`src/rtl/mtrn_pkg.sv`:
```
package mtrn_pkg;
  localparam int NUM_STEPS = 4;
  localparam int NUM_CAL   = 2;
  localparam int STATE_W   = 3;
  localparam int WORD_W    = 32;

  // Bit positions decoded by software
  localparam int PASS_LSB = 3;
  localparam int ZQL_BIT  = 7;
  localparam int SEQ_BIT  = 8;
  localparam int IMP_BIT  = 9;

  // Calibration index within the tracker array
  localparam int CAL_ZQL = 0;
  localparam int CAL_IMP = 1;

  typedef enum logic [STATE_W-1:0] {
    ST_IDLE   = 3'd0,
    ST_RD_DQ  = 3'd1,
    ST_RCV_EN = 3'd2,
    ST_WR_LVL = 3'd3,
    ST_WR_DQ  = 3'd4
  } train_state_e;
endpackage

```
`src/rtl/train_seq_fsm.sv`:
```
module train_seq_fsm
  import mtrn_pkg::*;
(
  input  logic         clk,
  input  logic         rst_n,
  input  logic         train_cmd,
  input  logic         step_done,
  output train_state_e state,
  output logic         start,
  output logic         seq_done
);
  train_state_e nxt;

  assign start = (state == ST_IDLE) && train_cmd;

  always_comb begin
    nxt = state;
    unique case (state)
      ST_IDLE:   if (train_cmd) nxt = ST_RD_DQ;
      ST_RD_DQ:  if (step_done) nxt = ST_RCV_EN;
      ST_RCV_EN: if (step_done) nxt = ST_WR_LVL;
      ST_WR_LVL: if (step_done) nxt = ST_WR_DQ;
      ST_WR_DQ:  if (step_done) nxt = ST_IDLE;
      default:   nxt = ST_IDLE;
    endcase
  end

  always_ff @(posedge clk) begin
    if (!rst_n) begin
      state    <= ST_IDLE;
      seq_done <= 1'b0;
    end else begin
      state <= nxt;
      if (start)
        seq_done <= 1'b0;
      else if (state == ST_WR_DQ && step_done)
        seq_done <= 1'b1;
    end
  end

  AST_STATE_LEGAL: assert property (@(posedge clk) disable iff (!rst_n)
    state inside {ST_IDLE, ST_RD_DQ, ST_RCV_EN, ST_WR_LVL, ST_WR_DQ});
  AST_HOLD_NO_DONE: assert property (@(posedge clk) disable iff (!rst_n)
    (state != ST_IDLE && !step_done) |=> $stable(state));
  AST_START_STEP1: assert property (@(posedge clk) disable iff (!rst_n)
    (state == ST_IDLE && train_cmd) |=> (state == ST_RD_DQ && !seq_done));
  AST_LAST_STEP_DONE: assert property (@(posedge clk) disable iff (!rst_n)
    (state == ST_WR_DQ && step_done) |=> (state == ST_IDLE && seq_done));
  AST_BUSY_CMD_IGNORED: assert property (@(posedge clk) disable iff (!rst_n)
    (state != ST_IDLE && state != ST_WR_DQ && train_cmd) |=> $stable(seq_done));
endmodule

```
`src/rtl/step_pass_bank.sv`:
```
module step_pass_bank
  import mtrn_pkg::*;
#(
  parameter int STEPS = NUM_STEPS
)(
  input  logic             clk,
  input  logic             rst_n,
  input  logic             clear,
  input  logic             step_done,
  input  logic             step_pass,
  input  train_state_e     state,
  output logic [STEPS-1:0] flags
);
  for (genvar i = 0; i < STEPS; i++) begin : g_step
    localparam logic [STATE_W-1:0] MY_CODE = STATE_W'(i + 1);
    logic hit;
    assign hit = (state == MY_CODE) && step_done && step_pass;

    always_ff @(posedge clk) begin
      if (!rst_n)     flags[i] <= 1'b0;
      else if (clear) flags[i] <= 1'b0;
      else if (hit)   flags[i] <= 1'b1;
    end

    AST_PASS_ONLY_IN_STEP: assert property (@(posedge clk) disable iff (!rst_n)
      $rose(flags[i]) |-> ($past(state) == MY_CODE && $past(step_pass)));
  end

  AST_FAIL_KEEPS_FLAGS: assert property (@(posedge clk) disable iff (!rst_n)
    (state != ST_IDLE && step_done && !step_pass) |=> $stable(flags));
  AST_CLEAR_ON_START: assert property (@(posedge clk) disable iff (!rst_n)
    clear |=> (flags == '0));
endmodule

```
`src/rtl/cal_done_flag.sv`:
```
module cal_done_flag (
  input  logic clk,
  input  logic rst_n,
  input  logic issue,
  input  logic finish,
  output logic done
);
  always_ff @(posedge clk) begin
    if (!rst_n)      done <= 1'b0;
    else if (issue)  done <= 1'b0;
    else if (finish) done <= 1'b1;
  end

  AST_ISSUE_CLEARS: assert property (@(posedge clk) disable iff (!rst_n)
    issue |=> !done);
  AST_FINISH_SETS: assert property (@(posedge clk) disable iff (!rst_n)
    (finish && !issue) |=> done);
  AST_QUIET_HOLDS: assert property (@(posedge clk) disable iff (!rst_n)
    (!finish && !issue) |=> $stable(done));
endmodule

```
`src/rtl/mem_train_status.sv`:
```
module mem_train_status
  import mtrn_pkg::*;
(
  input  logic              clk,
  input  logic              rst_n,
  input  logic              train_cmd,
  input  logic              step_done,
  input  logic              step_pass,
  input  logic              zql_issue,
  input  logic              zql_finish,
  input  logic              imp_issue,
  input  logic              imp_finish,
  output logic [STATE_W-1:0] cur_step,
  output logic [WORD_W-1:0]  status_word
);
  train_state_e         state;
  logic                 start;
  logic                 seq_done;
  logic [NUM_STEPS-1:0] pass_flags;
  logic [NUM_CAL-1:0]   cal_issue, cal_finish, cal_done;

  train_seq_fsm u_fsm (
    .clk(clk), .rst_n(rst_n), .train_cmd(train_cmd), .step_done(step_done),
    .state(state), .start(start), .seq_done(seq_done)
  );

  step_pass_bank #(.STEPS(NUM_STEPS)) u_pass (
    .clk(clk), .rst_n(rst_n), .clear(start), .step_done(step_done),
    .step_pass(step_pass), .state(state), .flags(pass_flags)
  );

  always_comb begin
    cal_issue           = '0;
    cal_finish          = '0;
    cal_issue[CAL_ZQL]  = zql_issue;
    cal_finish[CAL_ZQL] = zql_finish;
    cal_issue[CAL_IMP]  = imp_issue;
    cal_finish[CAL_IMP] = imp_finish;
  end

  for (genvar c = 0; c < NUM_CAL; c++) begin : g_cal
    cal_done_flag u_cal (
      .clk(clk), .rst_n(rst_n), .issue(cal_issue[c]),
      .finish(cal_finish[c]), .done(cal_done[c])
    );
  end

  always_comb begin
    status_word                            = '0;
    status_word[STATE_W-1:0]               = state;
    status_word[PASS_LSB +: NUM_STEPS]     = pass_flags;
    status_word[ZQL_BIT]                   = cal_done[CAL_ZQL];
    status_word[SEQ_BIT]                   = seq_done;
    status_word[IMP_BIT]                   = cal_done[CAL_IMP];
  end

  assign cur_step = state;

  AST_TRAIN_LEAVES_CAL: assert property (@(posedge clk) disable iff (!rst_n)
    (train_cmd && !zql_issue && !zql_finish && !imp_issue && !imp_finish)
      |=> $stable(cal_done));
  AST_IDLE_DONE_IGNORED: assert property (@(posedge clk) disable iff (!rst_n)
    (state == ST_IDLE && !train_cmd && step_done)
      |=> ($stable(pass_flags) && $stable(seq_done) && state == ST_IDLE));
endmodule

```
`config.mk`:
```
export PLATFORM = sky130hd
export DESIGN_NAME = mem_train_status
export DESIGN_NICKNAME = d
export VERILOG_FILES = /design/src/rtl/mtrn_pkg.sv /design/src/rtl/train_seq_fsm.sv /design/src/rtl/step_pass_bank.sv /design/src/rtl/cal_done_flag.sv /design/src/rtl/mem_train_status.sv
export SDC_FILE = /design/constraint.sdc
export NUM_CORES = 1
export LEC_CHECK = 0
export BUFFER_PORTS_ARGS = -buffer_cell sky130_fd_sc_hd__buf_2
export CAP_MARGIN = 20
export CORE_MARGIN = 2
export CORE_UTILIZATION = 46
export CTS_BUF_LIST = sky130_fd_sc_hd__clkbuf_4
export CTS_CLUSTER_DIAMETER = 200
export DETAILED_ROUTE_END_ITERATION = 12
export GPL_TIMING_DRIVEN = 0
export PLACE_DENSITY = 0.95
export RECOVER_POWER = 100
export SLEW_MARGIN = 10
export SYNTH_ARGS = -nofsm -noshare
export SYNTH_HDL_FRONTEND = slang
export SYNTH_HIERARCHICAL = 1
export SYNTH_SLANG_ARGS = --single-unit
```
`constraint.sdc`:
```
create_clock -name clk -period 4 [get_ports clk]
set_input_delay 0.6 -clock clk [delete_from_list [all_inputs] [get_ports clk]]
set_output_delay 0.6 -clock clk [all_outputs]
set_load 0.02 [all_outputs]
```
# After elaboration in Yosys (flattened, before gate mapping)

Cells that the tools add are included.
Widths: inputs -> output; s select.

Flip-flop bits (word level): 10
Latch bits: 0
RAM bits: 0
Bits in read-only memories: 0
Input bits: 9
Output and inout port bits: 35
Word-level logic and storage cells: 38
Memories: 0

Add/sub/neg operators: 0
Multiply operators: 0
Div/mod/pow operators: 0
Order comparisons: 0
Equal/unequal tests: 9
Shift-type cells: 0
Muxes and demuxes: 6
Bitwise operators: 1
Reduce and logical (&&, ||, !) cells: 14

Operator list:

| kind               | count |
|---|---|
| $mux 3             | 5 |
| $pmux 3 s5         | 1 |
| $ne 2x2->1 const B | 5 |
| $logic_and 1x1->1  | 9 |
| $eq 3x2->1 const B | 2 |
| $reduce_or 2->1    | 3 |
| $reduce_and 5->1   | 1 |
| $eq 3x1->1 const B | 1 |
| $eq 3x3->1 const B | 1 |
| $logic_not 3->1    | 1 |
| $not 1->1          | 1 |

# Logic depth before layout (Yosys ltp)

Depth in word-level cells: 3
Gate-level depth with buffers: 3
Depth with buffers taken out: 3

# By module

Netlist, hierarchy kept.

By module, submodules not included:

| module           | times used | cells each | area an instance (µm²) | sequential area each (µm²) |
|---|---|---|---|---|
| step_pass_bank   | 1          | 18         | 205.2                  | 80.1 |
| mem_train_status | 1          | 27         | 198.9                  | 0.0 |
| train_seq_fsm    | 1          | 20         | 196.4                  | 80.1 |
| cal_done_flag    | 2          | 3          | 36.3                   | 20.0 |

# Worst setup path after synthesis

No wires, ideal clock.

Path type: input to register
Start point: in train_cmd
End point: reg u_pass.flags[0]
Setup time: 0.163 ns
Arrival: 1.695 ns
Required time: 3.837 ns
Path slack: 2.142 ns
Stages on the path: 3
Path buffers: 0
Cell sequence: nor4b_1 -> nand3b_1 -> o41ai_2

Word-level cells in the longest chain between the ends: 2

RTL lines:

| element                         | line                  | text |
|---|---|---|
| from (decl)                     | mem_train_status.sv:6 | `input logic train_cmd,` |
| $logic_and 1x1->1               | train_seq_fsm.sv:14   | `assign start = (state == ST_IDLE) && train_cmd;` |
| $reduce_or 2->1 (no line)       | n/a                   |  |
| to (signal, indexed assignment) | step_pass_bank.sv:20  | `if (!rst_n) flags[i] <= 1'b0;` |
| to (signal, indexed assignment) | step_pass_bank.sv:21  | `else if (clear) flags[i] <= 1'b0;` |
| to (signal, indexed assignment) | step_pass_bank.sv:22  | `else if (hit) flags[i] <= 1'b1;` |
| to (decl)                       | step_pass_bank.sv:12  | `output logic [STEPS-1:0] flags` |

Every way passes these cells.
A chain may end at the register's enable or synchronous reset.

# Worst setup path in the final report

Start point: reg u_fsm.state[0]
End point: reg u_pass.flags[0]

Word-level cells in the longest chain between the ends: 3
Elaborated cells between the ends (all ways): 6
Classes of those cells: 1 x eq/ne; 5 x reduce/logical

RTL lines:

| element                   | line                   | text |
|---|---|---|
| from (decl)               | train_seq_fsm.sv:8     | `output train_state_e state,` |
| from (signal assigned)    | train_seq_fsm.sv:33    | `state <= nxt;` |
| $logic_not 3->1           | train_seq_fsm.sv:14    |  |
| $logic_and 1x1->1         | train_seq_fsm.sv:14    |  |
| named net start           | mem_train_status.sv:17 | `logic start;` |
| $reduce_or 2->1 (no line) | n/a                    |  |

The timed path passes the listed nets, and every way through them passes these cells.

==> results_dict.tcl <==
set metrics [dict create \
    cts-root-buf "clkbuf_4" \
    rr_startpoint "u_fsm/state[0]$_SDFFE_PN0P_" \
    finalNetCount 127 \
    busiest_layer "met2" \
    cts_htree_levels 1 \
    critical_path.top_delay_family "simple AND/OR/NAND/NOR gates" \
    crit_start "u_fsm/state[0]$_SDFFE_PN0P_" \
    insertion_delay_ns 0.26 \
    rows 13 \
    cp-endpoint "u_pass/flags[0]$_SDFFE_PP0P_" \
    synth_edf_count 0 \
    drc 0 \
    p_per_area_nw_per_um2 284 \
    grtUsageMet3_pct 4.31 \
    ant_nets 0 \
    synth_seq_area_share_pct 29.7 \
    postCtsHoldBufs 0 \
    num_antenna_cells 0 \
    placed_area_sq_um 882 \
    finClkSkew_ns 0.00549 \
    status "complete, no violations" \
    cts_tree "built" \
    synthCells 71 \
    p_total_uw 243 \
    p_leak_nw 0.428 \
    synthFlopType "dfxtp_1" \
    max_freq_ghz 0.534 \
    r2r-end "u_pass/flags[0]$_SDFFE_PP0P_" \
    r2r_cells 3 \
    grt_util_met2_pct 19.1 \
    wl_um 1130 \
    worst_setup_path_start_kind "flop" \
    worstPathArrival_ns 1.96 \
    area_delta_synth_final_pct 27.3 \
    setup_viol 0 \
    dr.pass1.iters 4 \
    viasPerCell 4.27 \
    layout-drive-gt1-share_pct 37.1 \
    end_kind "flop" \
    fin_crit_sh_pct 46.8 \
    critPathKind "reg -> reg" \
    cp.depth 3 \
    relSlewSlack_pct 23.8 \
    rsz0062_at_grt "no" \
    finalSetupTns_ns 0 \
    grt_max_degree 15 \
    cts_buffers 3 \
    fp.coreArea_sq_um 1330 \
    ys_types 21 \
    grt_usage_pct 12.1 \
    clk_path_buf_depth 2 \
    use_met1_pct 14.6 \
    critPathMaxStageDelay_ns 1.00 \
    gr-total-overflow 0 \
    initial_utilization_pct 50.5 \
    die_area_sq_um 1790 \
    final_common_cell "buf_4" \
    clock_sinks 10 \
    drt-initial-drc-count 5 \
    maxCapViolCount 0 \
    globalplace.congestion 0.780 \
    clk_pin_slew_worst_paths_ns 0.06 \
    min_path_type "reg -> reg" \
    drv_slew 0 \
    ys_ff_latch 10 \
    syn_avg_cell_area_sq_um 9.48 \
    worst_pin_slew_ns 1.13 \
    cp.required_ns 4.09 \
    io_buffers 21 \
    hold_viol_final 0 \
    dr_total_vias 559 \
    crit_chain "nor4b_1, nand3b_1, o41ai_1" \
    vdd_drop_max_v 0.000197 \
    synthArstFlopShare_pct 0 \
    fp.dieW_um 42.3 \
    fin_area_sq_um 857 \
    grt_pass1_wl_um 1690 \
    ctsResizeCount 0 \
    crit_buf_inv 0 \
    grt_pass1_vias 410 \
    cp_max_fo 14 \
    cpMaxStageDelayCell "nor4b_1" \
    hpwl_um 887 \
    period_needed_ns 1.87 \
    wl_per_cell_um 8.63 \
    die_h_um 42.3 \
    syn_area_sq_um 673 \
    synth-warning-count 6 \
    r2r_setup_slack_ns 2.13 \
    mostFrequentLayoutCells "23 x buf_4, 22 x conb_1, 11 x clkbuf_1, 10 x dfxtp_1, 10 x buf_2" \
    ios 44 \
    grt_antenna_before_repair 0 \
    post_cts_buffers 0 \
]
## registers in the layout (all words and copies together) (netlist names)
name	cells
g_cal.u_cal/done	2
u_fsm/seq_done	1
u_fsm/state	3
u_pass/flags	4
## metal layers
layer	share of wire, %	vias to the layer above
met1	40	242
li1	-	291
met5	0	-
met2	49	24
met4	0.53	0
met3	9.7	2
## how the worst min path moves through the flow
stage | start | endpoint | cells past startpoint
6_report | u_fsm/seq_done$_SDFFE_PP0P_ | u_fsm/seq_done$_SDFFE_PP0P_ | 2
3_3_place_gp | u_fsm/seq_done$_SDFFE_PP0P_ | u_fsm/seq_done$_SDFFE_PP0P_ | 2
4_1_cts | u_fsm/seq_done$_SDFFE_PP0P_ | u_fsm/seq_done$_SDFFE_PP0P_ | 2
3_5_place_dp | u_fsm/seq_done$_SDFFE_PP0P_ | u_fsm/seq_done$_SDFFE_PP0P_ | 2
2_1_floorplan | u_fsm/seq_done$_SDFFE_PP0P_ | u_fsm/seq_done$_SDFFE_PP0P_ | 2
5_1_grt | zql_issue | g_cal[0].u_cal/done$_SDFFE_PP0P_ | 2
## final cells by class
class	count	area, sq um
buffer	26	195
clock buffer	3	22.5
fill	134	477
inverter	4	15.0
multi-input combinational	52	314
sequential	10	200
tap	15	18.8
timing repair buffer	21	91.3
## synth_stat cells (2+ instances only)
library cell,n,area share (%)
nor2_1,2,1.1
a21oi_1,2,1.5
dfxtp_1,10,30
nand2b_1,2,1.9
nor3b_2,2,3.7
a211oi_1,2,2.2
o41ai_2,3,7.2
nand3b_1,7,7.8
buf_4,26,29
nand4b_1,2,2.6
inv_1,3,1.7
## tightest hold or removal path: stages, from the launching register on
cell and delay [ns]:
dfxtp_1 0.31, inv_1 0.05, a211oi_1 0.05
## logic make-up (layout without fill, tap and decap cells)
logic type      after synthesis  count (layout)  synth area share, %
buf+inv                      30              54                 31.2
compound gates                9               9                 13.2
flops                        10              10                 29.7
other cells                   1              22                0.557
mux                           1               1                 1.49
simple gates                 20              20                 23.8
## where the power goes
part           switching, mW  total, mW  internal (mW)  leakage (nW)
logic                 0.0391     0.0691         0.0300         0.333
clock network         0.0306     0.0652         0.0346        0.0138
registers            0.00598      0.109          0.103        0.0814
## stage by stage
stage                     setup WS (ns)  hold slack, ns  utilization [%]  instances
final                              2.13           0.461             64.3        131
after CTS                          2.23           0.469             67.8        131
after global placement             1.80           0.441             65.7        128
after detailed placement           2.21           0.459             66.1        128
after floorplan                    2.14           0.428                -         92
after global routing               1.88           0.487             64.3        131
No activity file was read; power rests on OpenSTA's default activity.
